==> src/rtl/fpx_pkg.sv <==
package fpx_pkg;
  typedef enum logic [1:0] {
    ST_IDLE,
    ST_SCAN,
    ST_BEAT,
    ST_WRB
  } fpx_state_e;
endpackage

==> src/rtl/fpx_decode.sv <==
module fpx_decode #(
  parameter int NREG = 8
) (
  input  logic [15:0]     word_i,
  output logic            to_mem_o,
  output logic            pre_o,
  output logic            legal_o,
  output logic [NREG-1:0] mask_o
);
  logic [1:0] mode;
  assign mode     = word_i[12:11];
  assign to_mem_o = word_i[13];
  assign pre_o    = (mode == 2'd0);
  // loads only step upward; stores may step either way
  assign legal_o  = to_mem_o ? (mode == 2'd0 || mode == 2'd2) : (mode == 2'd2);
  assign mask_o   = word_i[NREG-1:0];
endmodule

==> src/rtl/fpx_mask_scan.sv <==
module fpx_mask_scan #(
  parameter int NREG = 8
) (
  input  logic [NREG-1:0]         mask_i,
  input  logic                    pre_i,
  output logic                    found_o,
  output logic [$clog2(NREG)-1:0] reg_o,
  output logic [NREG-1:0]         mask_next_o
);
  localparam int IDX_W = $clog2(NREG);
  logic [IDX_W-1:0] pos;

  always_comb begin
    found_o = 1'b0;
    pos     = '0;
    for (int i = NREG - 1; i >= 0; i--) begin
      if (mask_i[i]) begin
        found_o = 1'b1;
        pos     = IDX_W'(i);
      end
    end
  end

  assign reg_o       = pre_i ? pos : IDX_W'(NREG - 1) - pos;
  assign mask_next_o = mask_i & (mask_i - NREG'(1));
endmodule

==> src/rtl/fpx_beat_gen.sv <==
module fpx_beat_gen #(
  parameter int ADDR_W = 32,
  parameter int DATA_W = 32,
  parameter int SEXP_W = 16
) (
  input  logic                         to_mem_i,
  input  logic [1:0]                   beat_i,
  input  logic [ADDR_W-1:0]            ea_i,
  input  logic [SEXP_W+2*DATA_W-1:0]   val_i,
  output logic [ADDR_W-1:0]            addr_o,
  output logic                         size_word_o,
  output logic [DATA_W-1:0]            wdata_o,
  output logic                         last_o
);
  localparam int REG_W = SEXP_W + 2 * DATA_W;
  localparam int W_B   = DATA_W / 8;
  logic [ADDR_W-1:0] off;

  always_comb begin
    off     = '0;
    wdata_o = '0;
    unique case (beat_i)
      2'd0: begin
        off = '0;
        if (to_mem_i) wdata_o = DATA_W'(val_i[REG_W-1 -: SEXP_W]);
      end
      2'd1: off = to_mem_i ? ADDR_W'(W_B / 2) : ADDR_W'(W_B);
      2'd2: begin
        off = to_mem_i ? ADDR_W'(W_B) : ADDR_W'(2 * W_B);
        if (to_mem_i) wdata_o = val_i[2*DATA_W-1 -: DATA_W];
      end
      default: begin
        off = ADDR_W'(2 * W_B);
        if (to_mem_i) wdata_o = val_i[DATA_W-1:0];
      end
    endcase
  end

  assign addr_o      = ea_i + off;
  assign size_word_o = to_mem_i ? beat_i[1] : (beat_i != 2'd0);
  assign last_o      = to_mem_i ? (beat_i == 2'd3) : (beat_i == 2'd2);
endmodule

==> src/rtl/fp_list_xfer.sv <==
module fp_list_xfer
  import fpx_pkg::*;
#(
  parameter int ADDR_W = 32,
  parameter int DATA_W = 32,
  parameter int SEXP_W = 16,
  parameter int NREG   = 8,
  parameter int DISP_W = 16
) (
  input  logic                            clk_i,
  input  logic                            rst_ni,
  input  logic                            cmd_valid_i,
  input  logic [15:0]                     cmd_word_i,
  input  logic [ADDR_W-1:0]               base_addr_i,
  input  logic                            disp_mode_i,
  input  logic [DISP_W-1:0]               disp_i,
  output logic                            busy_o,
  output logic                            done_o,
  output logic                            unimpl_o,
  output logic [ADDR_W-1:0]               addr_o,
  output logic                            mem_req_o,
  output logic                            mem_we_o,
  output logic [ADDR_W-1:0]               mem_addr_o,
  output logic                            mem_size_o,
  output logic [DATA_W-1:0]               mem_wdata_o,
  input  logic                            mem_ack_i,
  input  logic [DATA_W-1:0]               mem_rdata_i,
  output logic [$clog2(NREG)-1:0]         rf_raddr_o,
  input  logic [SEXP_W+2*DATA_W-1:0]      rf_rdata_i,
  output logic                            rf_we_o,
  output logic [$clog2(NREG)-1:0]         rf_waddr_o,
  output logic [SEXP_W+2*DATA_W-1:0]      rf_wdata_o
);
  localparam int IDX_W  = $clog2(NREG);
  localparam int REG_W  = SEXP_W + 2 * DATA_W;
  localparam int STRIDE = (REG_W + SEXP_W) / 8;  // value plus pad half-word

  fpx_state_e        state_q;
  logic              to_mem_q, pre_q, done_q, unimpl_q;
  logic [NREG-1:0]   mask_q;
  logic [ADDR_W-1:0] addr_q, ea_q, start_addr;
  logic [1:0]        beat_q;
  logic [IDX_W-1:0]  reg_q;
  logic [REG_W-1:0]  hold_q;

  logic              dec_to_mem, dec_pre, dec_legal;
  logic [NREG-1:0]   dec_mask;
  logic              scan_found;
  logic [IDX_W-1:0]  scan_reg;
  logic [NREG-1:0]   scan_next;
  logic              beat_last;
  logic              accept;

  fpx_decode #(.NREG(NREG)) u_dec (
    .word_i   (cmd_word_i),
    .to_mem_o (dec_to_mem),
    .pre_o    (dec_pre),
    .legal_o  (dec_legal),
    .mask_o   (dec_mask)
  );

  fpx_mask_scan #(.NREG(NREG)) u_scan (
    .mask_i      (mask_q),
    .pre_i       (pre_q),
    .found_o     (scan_found),
    .reg_o       (scan_reg),
    .mask_next_o (scan_next)
  );

  fpx_beat_gen #(.ADDR_W(ADDR_W), .DATA_W(DATA_W), .SEXP_W(SEXP_W)) u_beat (
    .to_mem_i    (to_mem_q),
    .beat_i      (beat_q),
    .ea_i        (ea_q),
    .val_i       (hold_q),
    .addr_o      (mem_addr_o),
    .size_word_o (mem_size_o),
    .wdata_o     (mem_wdata_o),
    .last_o      (beat_last)
  );

  assign accept     = cmd_valid_i && (state_q == ST_IDLE);
  assign start_addr = base_addr_i +
                      (disp_mode_i ? {{(ADDR_W-DISP_W){disp_i[DISP_W-1]}}, disp_i} : '0);

  always_ff @(posedge clk_i or negedge rst_ni) begin
    if (!rst_ni) begin
      state_q  <= ST_IDLE;
      to_mem_q <= 1'b0;
      pre_q    <= 1'b0;
      done_q   <= 1'b0;
      unimpl_q <= 1'b0;
      mask_q   <= '0;
      addr_q   <= '0;
      ea_q     <= '0;
      beat_q   <= '0;
      reg_q    <= '0;
      hold_q   <= '0;
    end else begin
      done_q   <= 1'b0;
      unimpl_q <= 1'b0;
      unique case (state_q)
        ST_IDLE: if (accept) begin
          if (!dec_legal) begin
            unimpl_q <= 1'b1;
          end else begin
            addr_q   <= start_addr;
            to_mem_q <= dec_to_mem;
            pre_q    <= dec_pre;
            mask_q   <= dec_mask;
            if (dec_mask == '0) done_q <= 1'b1;
            else                state_q <= ST_SCAN;
          end
        end
        ST_SCAN: begin
          if (scan_found) begin
            reg_q  <= scan_reg;
            mask_q <= scan_next;
            beat_q <= '0;
            if (pre_q) begin
              ea_q   <= addr_q - ADDR_W'(STRIDE);
              addr_q <= addr_q - ADDR_W'(STRIDE);
            end else begin
              ea_q   <= addr_q;
              addr_q <= addr_q + ADDR_W'(STRIDE);
            end
            if (to_mem_q) hold_q <= rf_rdata_i;
            state_q <= ST_BEAT;
          end else begin
            done_q  <= 1'b1;
            state_q <= ST_IDLE;
          end
        end
        ST_BEAT: if (mem_ack_i) begin
          if (!to_mem_q) begin
            unique case (beat_q)
              2'd0:    hold_q[REG_W-1 -: SEXP_W]    <= mem_rdata_i[SEXP_W-1:0];
              2'd1:    hold_q[2*DATA_W-1 -: DATA_W] <= mem_rdata_i;
              default: hold_q[DATA_W-1:0]           <= mem_rdata_i;
            endcase
          end
          if (beat_last) state_q <= to_mem_q ? ST_SCAN : ST_WRB;
          else           beat_q  <= beat_q + 2'd1;
        end
        default: state_q <= ST_SCAN;
      endcase
    end
  end

  assign busy_o     = (state_q != ST_IDLE);
  assign done_o     = done_q;
  assign unimpl_o   = unimpl_q;
  assign addr_o     = addr_q;
  assign mem_req_o  = (state_q == ST_BEAT);
  assign mem_we_o   = to_mem_q;
  assign rf_raddr_o = scan_reg;
  assign rf_we_o    = (state_q == ST_WRB);
  assign rf_waddr_o = reg_q;
  assign rf_wdata_o = hold_q;

  assert_req_hold_R12: assert property (@(posedge clk_i) disable iff (!rst_ni)
    (mem_req_o && !mem_ack_i) |=> (mem_req_o && $stable(mem_addr_o) &&
                                   $stable(mem_wdata_o) && $stable(mem_size_o)));

  assert_done_quiet_R10: assert property (@(posedge clk_i) disable iff (!rst_ni)
    done_o |-> (!mem_req_o && !rf_we_o && !unimpl_o));

  assert_zero_mask_R11: assert property (@(posedge clk_i) disable iff (!rst_ni)
    (accept && dec_legal && dec_mask == '0) |=> (done_o && !busy_o));

  assert_illegal_R9: assert property (@(posedge clk_i) disable iff (!rst_ni)
    (accept && !dec_legal) |=> (unimpl_o && !busy_o && !done_o));

  assert_load_write_R8: assert property (@(posedge clk_i) disable iff (!rst_ni)
    rf_we_o |-> (!mem_we_o && $past(mem_ack_i) && !mem_req_o));

  assert_busy_hold_R13: assert property (@(posedge clk_i) disable iff (!rst_ni)
    (busy_o && cmd_valid_i && !done_o) |=> !unimpl_o);
endmodule

==> config.mk <==
export PLATFORM = sky130hd
export DESIGN_NAME = fp_list_xfer
export DESIGN_NICKNAME = d
export VERILOG_FILES = /design/src/rtl/fpx_pkg.sv /design/src/rtl/fpx_decode.sv /design/src/rtl/fpx_mask_scan.sv /design/src/rtl/fpx_beat_gen.sv /design/src/rtl/fp_list_xfer.sv
export SDC_FILE = /design/constraint.sdc
export NUM_CORES = 1
export LEC_CHECK = 0
export BUFFER_PORTS_ARGS = -buffer_cell sky130_fd_sc_hd__buf_2
export CORE_MARGIN = 2
export CORE_UTILIZATION = 47
export CTS_CLUSTER_SIZE = 24
export DETAILED_ROUTE_END_ITERATION = 8
export PLACE_DENSITY = 0.81
export SLEW_MARGIN = 10
export SYNTH_ARGS = -nofsm -noshare
export SYNTH_HDL_FRONTEND = slang
export SYNTH_SLANG_ARGS = --single-unit
==> constraint.sdc <==
create_clock -name clk_i -period 3.2 [get_ports clk_i]
set_clock_uncertainty 0.15 [all_clocks]
set_input_delay 0.48 -clock clk_i [delete_from_list [all_inputs] [get_ports clk_i]]
set_output_delay 0.48 -clock clk_i [all_outputs]
set_load 0.1 [all_outputs]
### Yosys cells after proc, flatten, opt, wreduce, memory -nomap -nowiden

Cells that the tools add are included.

* $add $sub $neg: 7
* equality and inequality tests: 19
* mux-type cells: 66
* bitwise gates (word level): 1
* reductions and logical operators: 19

Operator list (number)
* 32-bit two-way mux: 10
* 80-bit two-way mux: 4
* 32-bit one-hot mux with 3 select lines: 2
* 80-bit one-hot mux with 2 select lines: 1
* 32-bit adder: 2
* 32-bit one-hot mux with 2 select lines: 1
* 32-bit by 4-bit adder with 32-bit output, second input constant: 1
* 16-bit two-way mux: 2
* 32-bit by 4-bit subtractor with 32-bit output, second input constant: 1
* 3-bit two-way mux: 10
* 8-bit two-way mux: 3
* 2-bit two-way mux: 10
* 1-bit two-way mux: 18
* 6-bit AND reduction: 3
* 2-bit inequality test, second input constant: 8
* 8-bit one-hot mux with 2 select lines: 1
* 2-bit equality test, second input constant: 5
* 8-bit AND: 1
* 8-bit zero test: 1
* 2-bit by 1-bit inequality test with 1-bit output, second input constant: 4
* 4-bit AND reduction: 2
* 2-bit nonzero test: 4
* 8-bit by 1-bit subtractor with 8-bit output, second input constant: 1
* 2-bit zero test: 3
* 13 further kinds: 14

* flip-flop bits (word level): 163
* input bits: 181
* output and inout port bits: 189

### Logic depth before layout (Yosys ltp)

Gate-level depths: netlist (run 1).

* depth in word-level cells: 10
* mapped depth: 14

### By module

From an unflattened synthesis (run 1), not the netlist that was laid out.

* cells, all modules: 1404
* area total of the unflattened synthesis: 11866.4 sq um

By module, submodules not included
* fp_list_xfer: times used 1, cells each 1171, area an instance 10176.0 sq um, seq. area each 4078.9 sq um
* fpx_beat_gen: times used 1, cells each 194, area an instance 1412.6 sq um, seq. area each 0.0 sq um
* fpx_mask_scan: times used 1, cells each 28, area an instance 196.4 sq um, seq. area each 0.0 sq um
* fpx_decode: times used 1, cells each 11, area an instance 81.3 sq um, seq. area each 0.0 sq um

### Least setup slack after synthesis (run 1)

OpenSTA, ideal clock, no wires.

* path type: flip-flop to output port
* start point: register to_mem_q (netlist: mem_we_o)
* end point: output port mem_addr_o[28]
* arrival time: 4.330 ns
* path slack: -1.760 ns
* stages on the path, launching flop included: 9
* path buffers: 1
* cell sequence: dfrtp_1 -> clkbuf_1 -> nor2b_1 -> or2_2 -> ha_1 -> a21oi_1 -> nor3_1 -> nand4_1 -> xnor2_1

* word-level cells in the longest chain between the ends: 3
* elaborated cells on any way between the ends: 4
* classes of those cells: add/sub (1); mux (3)

Ends and longest elaborated chain
* start: declaration: RTL line fp_list_xfer.sv:39 `logic to_mem_q, pre_q, done_q, unimpl_q;`
* start signal: assignment: RTL line fp_list_xfer.sv:107 `to_mem_q <= dec_to_mem;`
* 3-bit two-way mux or 4-bit two-way mux (tied branches): RTL line fpx_beat_gen.sv:27, fpx_beat_gen.sv:29
* 32-bit one-hot mux with 3 select lines *: RTL line fpx_beat_gen.sv:22 `unique case (beat_i)`
* 32-bit adder *: RTL line fpx_beat_gen.sv:39 `assign addr_o = ea_i + off;`
* end: declaration: RTL line fp_list_xfer.sv:23 `output logic [ADDR_W-1:0] mem_addr_o,`

Mark *: on every way between the ends. The rest lies on a longest branch, timed or not.

### Worst setup path after layout (run 1)

* start point: register beat_q[0]
* end point: output port mem_addr_o[31]

* word-level cells in the longest chain between the ends: 3
* elaborated cells on any way between the ends: 5
* classes of those cells: add/sub (1); eq/ne (2); mux (1); reduce/logical (1)

Ends and longest elaborated chain
* start: declaration: RTL line fp_list_xfer.sv:42 `logic [1:0] beat_q;`
* start signal: assignment: RTL line fp_list_xfer.sv:142 `else beat_q <= beat_q + 2'd1;`
* 2-bit equality test (tied with other cells): RTL line fpx_beat_gen.sv:22
* 32-bit one-hot mux with 3 select lines *: RTL line fpx_beat_gen.sv:22
* 32-bit adder *: RTL line fpx_beat_gen.sv:39

Marks and branches as above.

==> results of run 1 <==
==> area by class of cell <==
type                            count  area share (%)
Multi-Input combinational cell   1065           46.74
Clock buffer                       18           2.656
Inverter                           34          0.7719
Tap cell                          324           2.452
Clock inverter                     14           1.007
Antenna cell                        1         0.01514
Sequential cell                   163           24.72
Timing Repair Buffer              465           21.64
==> kinds of logic after synthesis <==
family          Yosys count
compound gates          351
xor+xnor                 96
fa+ha+maj                34
buf+inv                 136
flops                   163
mux                     103
simple gates            480
==> metrics by stage <==
step	TNS (ns)	hold slack (ns)	setup WS, ns	cells
after CTS	-7.909	0.1021	-0.3502	2069
after global routing	-10.32	0.1196	-0.4345	2084
final	-6.946	0.1130	-0.3327	2084
after floorplan	-4.277	0.03441	-0.3133	1363
after global placement	-0.5049	0.3023	-0.1018	2023
after detailed placement	-1.164	0.3122	-0.1837	2023
==> worst paths after layout <==
path                                         from                          to  slack [ns]
max reg2reg                state_q[1]$_DFFE_PN0P_  rf_wdata_o[69]$_DFFE_PN0P_        0.20
min in group asynchronous                  rst_ni  rf_wdata_o[73]$_DFFE_PN0P_        0.41
min reg2reg                  ea_q[20]$_DFFE_PN0P_        ea_q[20]$_DFFE_PN0P_        0.33
max in group asynchronous                  rst_ni      addr_o[16]$_DFFE_PN0P_        1.61
min                                cmd_word_i[12]           pre_q$_DFFE_PN0P_        0.11
max                         beat_q[0]$_DFFE_PN0P_              mem_addr_o[31]       -0.33
==> synthesized netlist by cell type (5+ instances only) <==
cell type / n / area share (%)
dfrtp_1: 163 / 35
nor2_1: 155 / 5.0
nand2_1: 122 / 4.0
a21oi_1: 121 / 5.2
mux2i_1: 92 / 8.0
o21ai_0: 85 / 3.7
xnor2_1: 72 / 5.5
clkbuf_1: 70 / 2.3
nand3_1: 47 / 2.0
nor3_1: 36 / 1.6
inv_1: 33 / 1.1
ha_1: 32 / 3.5
and2_1: 25 / 1.4
xor2_1: 24 / 1.8
a22o_1: 22 / 1.7
a222oi_1: 16 / 1.4
a21o_1: 14 / 0.91
a22oi_1: 14 / 0.91
and3_1: 12 / 0.65
nor4_1: 12 / 0.65
buf_2: 11 / 0.48
mux2_2: 11 / 1.1
nand4_1: 10 / 0.54
a31oi_1: 9 / 0.49
or3_1: 9 / 0.49
buf_1: 8 / 0.26
o31ai_1: 8 / 0.52
buf_6: 7 / 0.68
nand2b_1: 7 / 0.38
nor2b_1: 7 / 0.38
a211oi_1: 6 / 0.39
a221oi_1: 6 / 0.46
o211ai_1: 6 / 0.39
o21a_1: 6 / 0.39
o21ai_1: 6 / 0.26
and4_1: 5 / 0.38
o22ai_1: 5 / 0.27
==> metal layers <==
layer | routed length (µm) | share of wire [%] | up-vias
met5 | 0 | 0 | -
met4 | 1700 | 4.4 | 0
met3 | 3398 | 8.7 | 94
met2 | 18750 | 48 | 553
met1 | 15060 | 39 | 5531
li1 | - | - | 5642
==> worst max-delay path, stage by stage, from the launching register on <==
cell      delay, ns
dfrtp_2        0.44
buf_6          0.13
ha_4           0.18
nor2b_4        0.12
and2_4         0.15
ha_4           0.14
fa_2           0.21
a21o_4         0.14
nand2b_4       0.09
nor2_4         0.16
buf_12         0.14
nand2_4        0.05
nor2_4         0.14
xor2_4         0.18
buf_12         0.19
==> registers in the layout, indices dropped and copies added (netlist names), 2 cells and up <==
signal and cells:
addr_o 32, beat_q 2, ea_q 32, mask_q 8, rf_waddr_o 3, rf_wdata_o 80, state_q 2
==> repair_timing <==
action	CTS	global route
buffers inserted	12	15
pin swaps	26	24
gates resized for setup	42	32
hold buffers	1	0
setup endpoints to repair	37	61
hold endpoints to repair	52	0
gates cloned	1	0
==> reports/metrics.csv, run 1 <==
metric,value,unit
run_status,"finished, violations left",
failed_checks,negative setup slack,
htreeDepth,4,
core,24180,µm²
crit_path_end_kind,output port,
clockRootBuffer,clkbuf_16,
num-fill-cells,1833,
routedWlPerCell,18.67,µm
ant_nets,0,
period_minus_slack,3.533,ns
drive_above_1_share,35.42,%
final_cell_mix,"buf_2 (302), dfrtp_1 (159), nor2_1 (149)",
synthXorXnorAreaFrac,7.288,%
arrival,2.90,ns
multi_input_area,7727,µm²
area_delta_synth_final,43.30,%
use_met3,7.955,%
antenna_found_initial,1,
r2r_cells,7,
synth-simple-area-share,20.05,%
rsz0062_at_grt,true,
die_h,160.7,µm
vias,11820,
worstSetupStartpointType,flop,
slew_viol_final,0,
synth-main-ff-cell,dfrtp_1,
grt_max_degree,86,
period_share,110.4,%
final-setup-viol-count,32,
die_area,25820,µm²
path_max_fanout,4,
ff_latch_area,4086,µm²
viasPerCell,5.672,
dp_hpwl,29.80,mm
fin_util,68.38,%
tritoncts,yes,
muxShareOfSynthArea,9.055,%
max_freq,283.1,MHz
clock_latency,0.44,ns
worstPathRequired,2.57,ns
ys_types,80,
gr-total-overflow,0,
hold_viol,0,
postSynth.asyncResetShare,100.0,%
rows,57,
initial_core_util,47.72,%
firstDrtPassIters,9,
synth_compound_gate_area_share,19.18,%
grt_busiest_layer,met2,
grtUsageMet2,48.86,%
synth_cells,1363,
drc,0,
yosysSeqAreaShare,35.35,%
synthAdderAreaFrac,3.817,%
final_nets,1961,
syn-cell-area,11540,µm²
place_congestion,0.9850,
max_slew_margin,27.96,%
maxCapViolations,0,
worst_slew_pin_slew,1.081,ns
die_x,160.7,µm
cts_buffers,17,
ys.warnings.count,0,
min_path_cells,2,
use_met1,35.30,%
grt_pass1_wl,60.40,mm
setup_ws,-0.3327,ns
grt_pass1_vias,11260,
postSynthAreaPerCell,8.465,µm²
port_buffers,364,
cts_buffer_depth,2,
dpl_cell_area,15390,µm²
ios,370,
criticalPathCategory,flop to output port,
synth_edf_count,0,
clock_sinks,163,
final_common_cell,buf_2,
holdCritPathClass,input pin to flop,
drtIter0Drc,953,
synth_seq_cells,163,
syn-num-nets,1578,
grt_use_total,29.34,%
wl,38.92,mm
final_cell_area,16530,µm²
synth_top_family_by_area,simple AND/OR/NAND/NOR gates,
path_clk_slew,0.07,ns
Power of run 1 is not shown: default switching activity piles up to over one toggle a cycle in this logic, so the estimate is an artifact.
==> run 2: changes to the inputs <==
CORE_UTILIZATION = 48   (was 47)
CTS_BUF_LIST = sky130_fd_sc_hd__clkbuf_4   (was default)
PLACE_DENSITY = 0.82   (was 0.81)
==> reports/metrics.csv, run 2 (same netlist as run 1, synthesis figures left out) <==
metric,value,unit
grt_pass1_vias,11550,
drive_above_1_share,34.19,%
max_freq,269.7,MHz
final_nets,2001,
dp_hpwl,30.71,mm
final_cell_mix,"buf_2 (300), dfrtp_1 (159), nor2_1 (149)",
final-setup-viol-count,39,
drc,0,
maxCapViolations,0,
viasPerCell,5.714,
crit_path_end_kind,output port,
core,23540,µm²
grt_use_total,30.65,%
initial_core_util,49.01,%
area_delta_synth_final,44.00,%
hold_viol,0,
firstDrtPassIters,9,
tritoncts,yes,
rows,56,
worstPathRequired,2.57,ns
worst_slew_pin_slew,1.172,ns
die_area,25290,µm²
drtIter0Drc,1046,
slew_viol_final,0,
setup_ws,-0.5074,ns
htreeDepth,4,
period_minus_slack,3.707,ns
failed_checks,negative setup slack,
place_congestion,0.9427,
holdCritPathClass,input pin to flop,
arrival,3.08,ns
die_h,159.0,µm
clock_latency,0.61,ns
dpl_cell_area,15410,µm²
path_max_fanout,5,
grt_max_degree,73,
clockRootBuffer,clkbuf_4,
period_share,115.9,%
antenna_found_initial,2,
wl,39.84,mm
ios,370,
final_cell_area,16610,µm²
max_slew_margin,21.84,%
cts_buffers,17,
routedWlPerCell,18.79,µm
port_buffers,364,
final_common_cell,buf_2,
cts_buffer_depth,2,
gr-total-overflow,0,
run_status,"finished, violations left",
die_x,159.0,µm
ant_nets,0,
grt_pass1_wl,62.43,mm
path_clk_slew,0.17,ns
num-fill-cells,1784,
largest_reg_flops,80,
criticalPathCategory,flop to output port,
vias,12110,
worstSetupStartpointType,flop,
clock_sinks,163,
rsz0062_at_grt,true,
==> run 2: cell count changes in the layout (fill, tap and decap cells not counted), sizes merged <==
cell         delta
nor2            -1
inv             +2
diode           +1
clkbuf          +1
buf             -3
clkinvlp        -1
clkinv          -1
dlygate4sd3    +43
==> run 2: cell type report <==
class / instances / area, µm² / area share, %
antenna: 2 / 5.005 / 0.03013
clock buffer: 18 / 135.1 / 0.8134
clock inverter: 14 / 162.7 / 0.9791
inverter: 34 / 127.6 / 0.7682
multi-input combinational: 1064 / 7686 / 46.26
sequential: 163 / 4086 / 24.60
tap: 319 / 399.1 / 2.402
timing repair buffer: 506 / 4011 / 24.15
==> run 2: per-stage QoR <==
stage          utilization (%)  cells  setup WS [ns]  hold slack, ns  setup TNS (ns)
6_report                 70.57   2120        -0.5074         0.03363          -12.60
3_5_place_dp             65.44   2023        -0.1873          0.3320          -1.280
5_1_grt                  70.57   2120        -0.6456      0.00008832          -17.80
3_3_place_gp             65.44   2023        -0.1112          0.3137         -0.5011
4_1_cts                  69.57   2107        -0.5655      0.00007877          -13.31
2_1_floorplan                -   1363        -0.3133         0.03441          -4.277
==> run 2: worst paths after layout <==
check	startpoint	end	slack, ns	depth (start not counted)
worst max-delay path	beat_q[1]$_DFFE_PN0P_	mem_addr_o[28]	-0.51	10
worst min-delay path	rf_rdata_i[12]	rf_wdata_o[12]$_DFFE_PN0P_	0.03	3
worst max register to register	mask_q[0]$_DFFE_PN0P_	addr_o[8]$_DFFE_PN0P_	0.24	9
worst min register to register	ea_q[20]$_DFFE_PN0P_	ea_q[20]$_DFFE_PN0P_	0.36	2
max in group asynchronous	rst_ni	addr_o[16]$_DFFE_PN0P_	1.81	3
min in group asynchronous	rst_ni	rf_wdata_o[68]$_DFFE_PN0P_	0.23	2
==> run 2: per-layer routing <==
metal / up-vias / track usage [%] / share of wire (%) / wire, µm
met3: 105 / 6.903 / 7.8 / 3116
met1: 5699 / 38.79 / 40 / 16060
met2: 595 / 50.53 / 47 / 18830
met4: 0 / 13.31 / 4.6 / 1829
li1: 5714 / - / - / -
met5: - / 0 / 0 / 0
==> run 2: worst max-delay path, cell delays in order (launching register included) <==
cell	delay, ns
dfrtp_2	0.50
ha_4	0.19
nor2b_4	0.13
or2_4	0.24
ha_4	0.28
buf_6	0.10
a21oi_4	0.06
nor3_4	0.27
nand4_1	0.27
xnor2_4	0.25
buf_12	0.19
==> run 2: repair_timing <==
item / in CTS / in global routing
resized for setup: 38 / 33
hold endpoints to repair: 100 / 0
endpoints found under the setup margin: 34 / 46
hold buffers: 44 / 0
pin swaps: 17 / 29
setup buffers: 8 / 12
Power of run 2 is left out for the same reason.
==> run 3: changes to the inputs <==
CORE_MARGIN = default   (was 2)
==> reports/metrics.csv, run 3 (same netlist as run 1, synthesis figures left out) <==
metric,value,unit
final_cell_mix,"buf_2 (299), dfrtp_1 (161), nor2_1 (149)",
die_x,157.0,µm
r2r_cells,9,
r2r_setup_slack,0.21,ns
multi_input_area,7569,µm²
clock_sinks,163,
setup_ws,-0.5121,ns
holdCritPathClass,input pin to flop,
dp_hpwl,30.77,mm
ff_latch_area,4084,µm²
r2r_end,addr_o[8]$_DFFE_PN0P_,
drtIter0Drc,1004,
worstPathRequired,2.57,ns
port_buffers,364,
dpl_cell_area,15400,µm²
grt_pass1_vias,11320,
final_common_cell,buf_2,
cts_buffers,17,
antenna_found_initial,5,
path_max_fanout,5,
drc,0,
min-delay-start,rf_rdata_i[35],
period_minus_slack,3.712,ns
initial_core_util,49.01,%
run_status,"finished, violations left",
slew_viol_final,0,
num-fill-cells,1834,
setup-tns-final,-11.92,ns
grt_use_total,32.39,%
hold_viol,0,
vias,11920,
clockRootBuffer,clkbuf_4,
path_clk_slew,0.16,ns
worstSetupStartpointType,flop,
worst_slew_pin_slew,1.201,ns
ios,370,
grt_pass1_wl,61.49,mm
place_congestion,0.9814,
clock_latency,0.60,ns
final_cells,2092,
arrival,3.08,ns
drive_above_1_share,33.56,%
min_to,rf_wdata_o[35]$_DFFE_PN0P_,
wl,39.78,mm
criticalPathCategory,flop to output port,
ant_nets,0,
tritoncts,yes,
holdWs,0.03658,ns
area_delta_synth_final,40.50,%
max_freq,269.4,MHz
largest_reg_flops,80,
r2r_start,mask_q[0]$_DFFE_PN0P_,
core,23540,µm²
failed_checks,negative setup slack,
cp_top_family,simple AND/OR/NAND/NOR gates,
crit_buf_inv,2,
routedWlPerCell,19.02,µm
gr-total-overflow,0,
cts_buffer_depth,2,
final_cell_area,16210,µm²
rows,56,
final_nets,1972,
rsz0062_at_grt,true,
viasPerCell,5.697,
firstDrtPassIters,5,
slowest_delay,0.44,ns
htreeDepth,4,
maxCapViolations,0,
placed_cells,2019,
crit_path_cell_trace,buf_6 > ha_4 > mux2i_2 > nor2_2 > ha_1 > a21o_1 > a21oi_4 > nor3_4 > nand4_1 > xnor2_4 > buf_12,
crit_path_end_kind,output port,
min_path_cells,3,
crit_slowest_cell,dfrtp_1,
die_area,24660,µm²
final-setup-viol-count,28,
max_slew_margin,19.96,%
grt_max_degree,83,
period_share,116.0,%
die_h,157.0,µm
-- run 3: area by class of cell --
class                      instances  area share, %
antenna                            3        0.04631
clock buffer                      17         0.7873
clock inverter                    15          1.011
inverter                          34         0.7873
multi-input combinational       1064          46.69
sequential                       163          25.19
tap                              319          2.462
timing repair buffer             477          23.02
-- run 3: what timing repair did --
item | 4_1_cts | 5_1_grt
endpoints found under the hold margin | 90 | 1
hold buffers | 26 | 1
endpoints found under the setup margin | 58 | 50
resized for setup | 28 | 15
setup buffers | 10 | 2
pin swaps | 16 | 15
-- run 3: metrics by stage --
stage	utilization [%]	setup WS, ns
after global routing	68.86	-0.6728
after global placement	65.42	-0.1441
after CTS	68.54	-0.5293
after floorplan	-	-0.3133
final	68.86	-0.5121
after detailed placement	65.42	-0.2250
-- run 3: routing by layer --
layer  vias up  global-route usage [%]  share of wire [%]
met3        98                   8.260                8.5
met5         -                       0              0.028
met1      5596                   40.63                 40
met2       572                   52.17                 47
met4         2                   15.35                4.3
li1       5650                       -                  -
-- run 3: worst max path at each step --
stage / start / end / cells past startpoint
detailed placement: disp_mode_i / addr_o[28]$_DFFE_PN0P_ / 14
global route: beat_q[1]$_DFFE_PN0P_ / mem_addr_o[27] / 12
global placement: disp_mode_i / addr_o[28]$_DFFE_PN0P_ / 14
finish: beat_q[0]$_DFFE_PN0P_ / mem_addr_o[28] / 11
CTS: beat_q[0]$_DFFE_PN0P_ / mem_addr_o[28] / 11
floorplan: mem_we_o$_DFFE_PN0P_ / mem_addr_o[27] / 10
-- run 3: worst reg2reg max path, delay by kind of cell (launching register included) --
kind | cells | cell delay [ns]
compound gates | 4 | 0.87
flops | 1 | 0.49
simple gates | 4 | 1.16
buf+inv | 1 | 0.25
Power of run 3 is left out for the same reason.
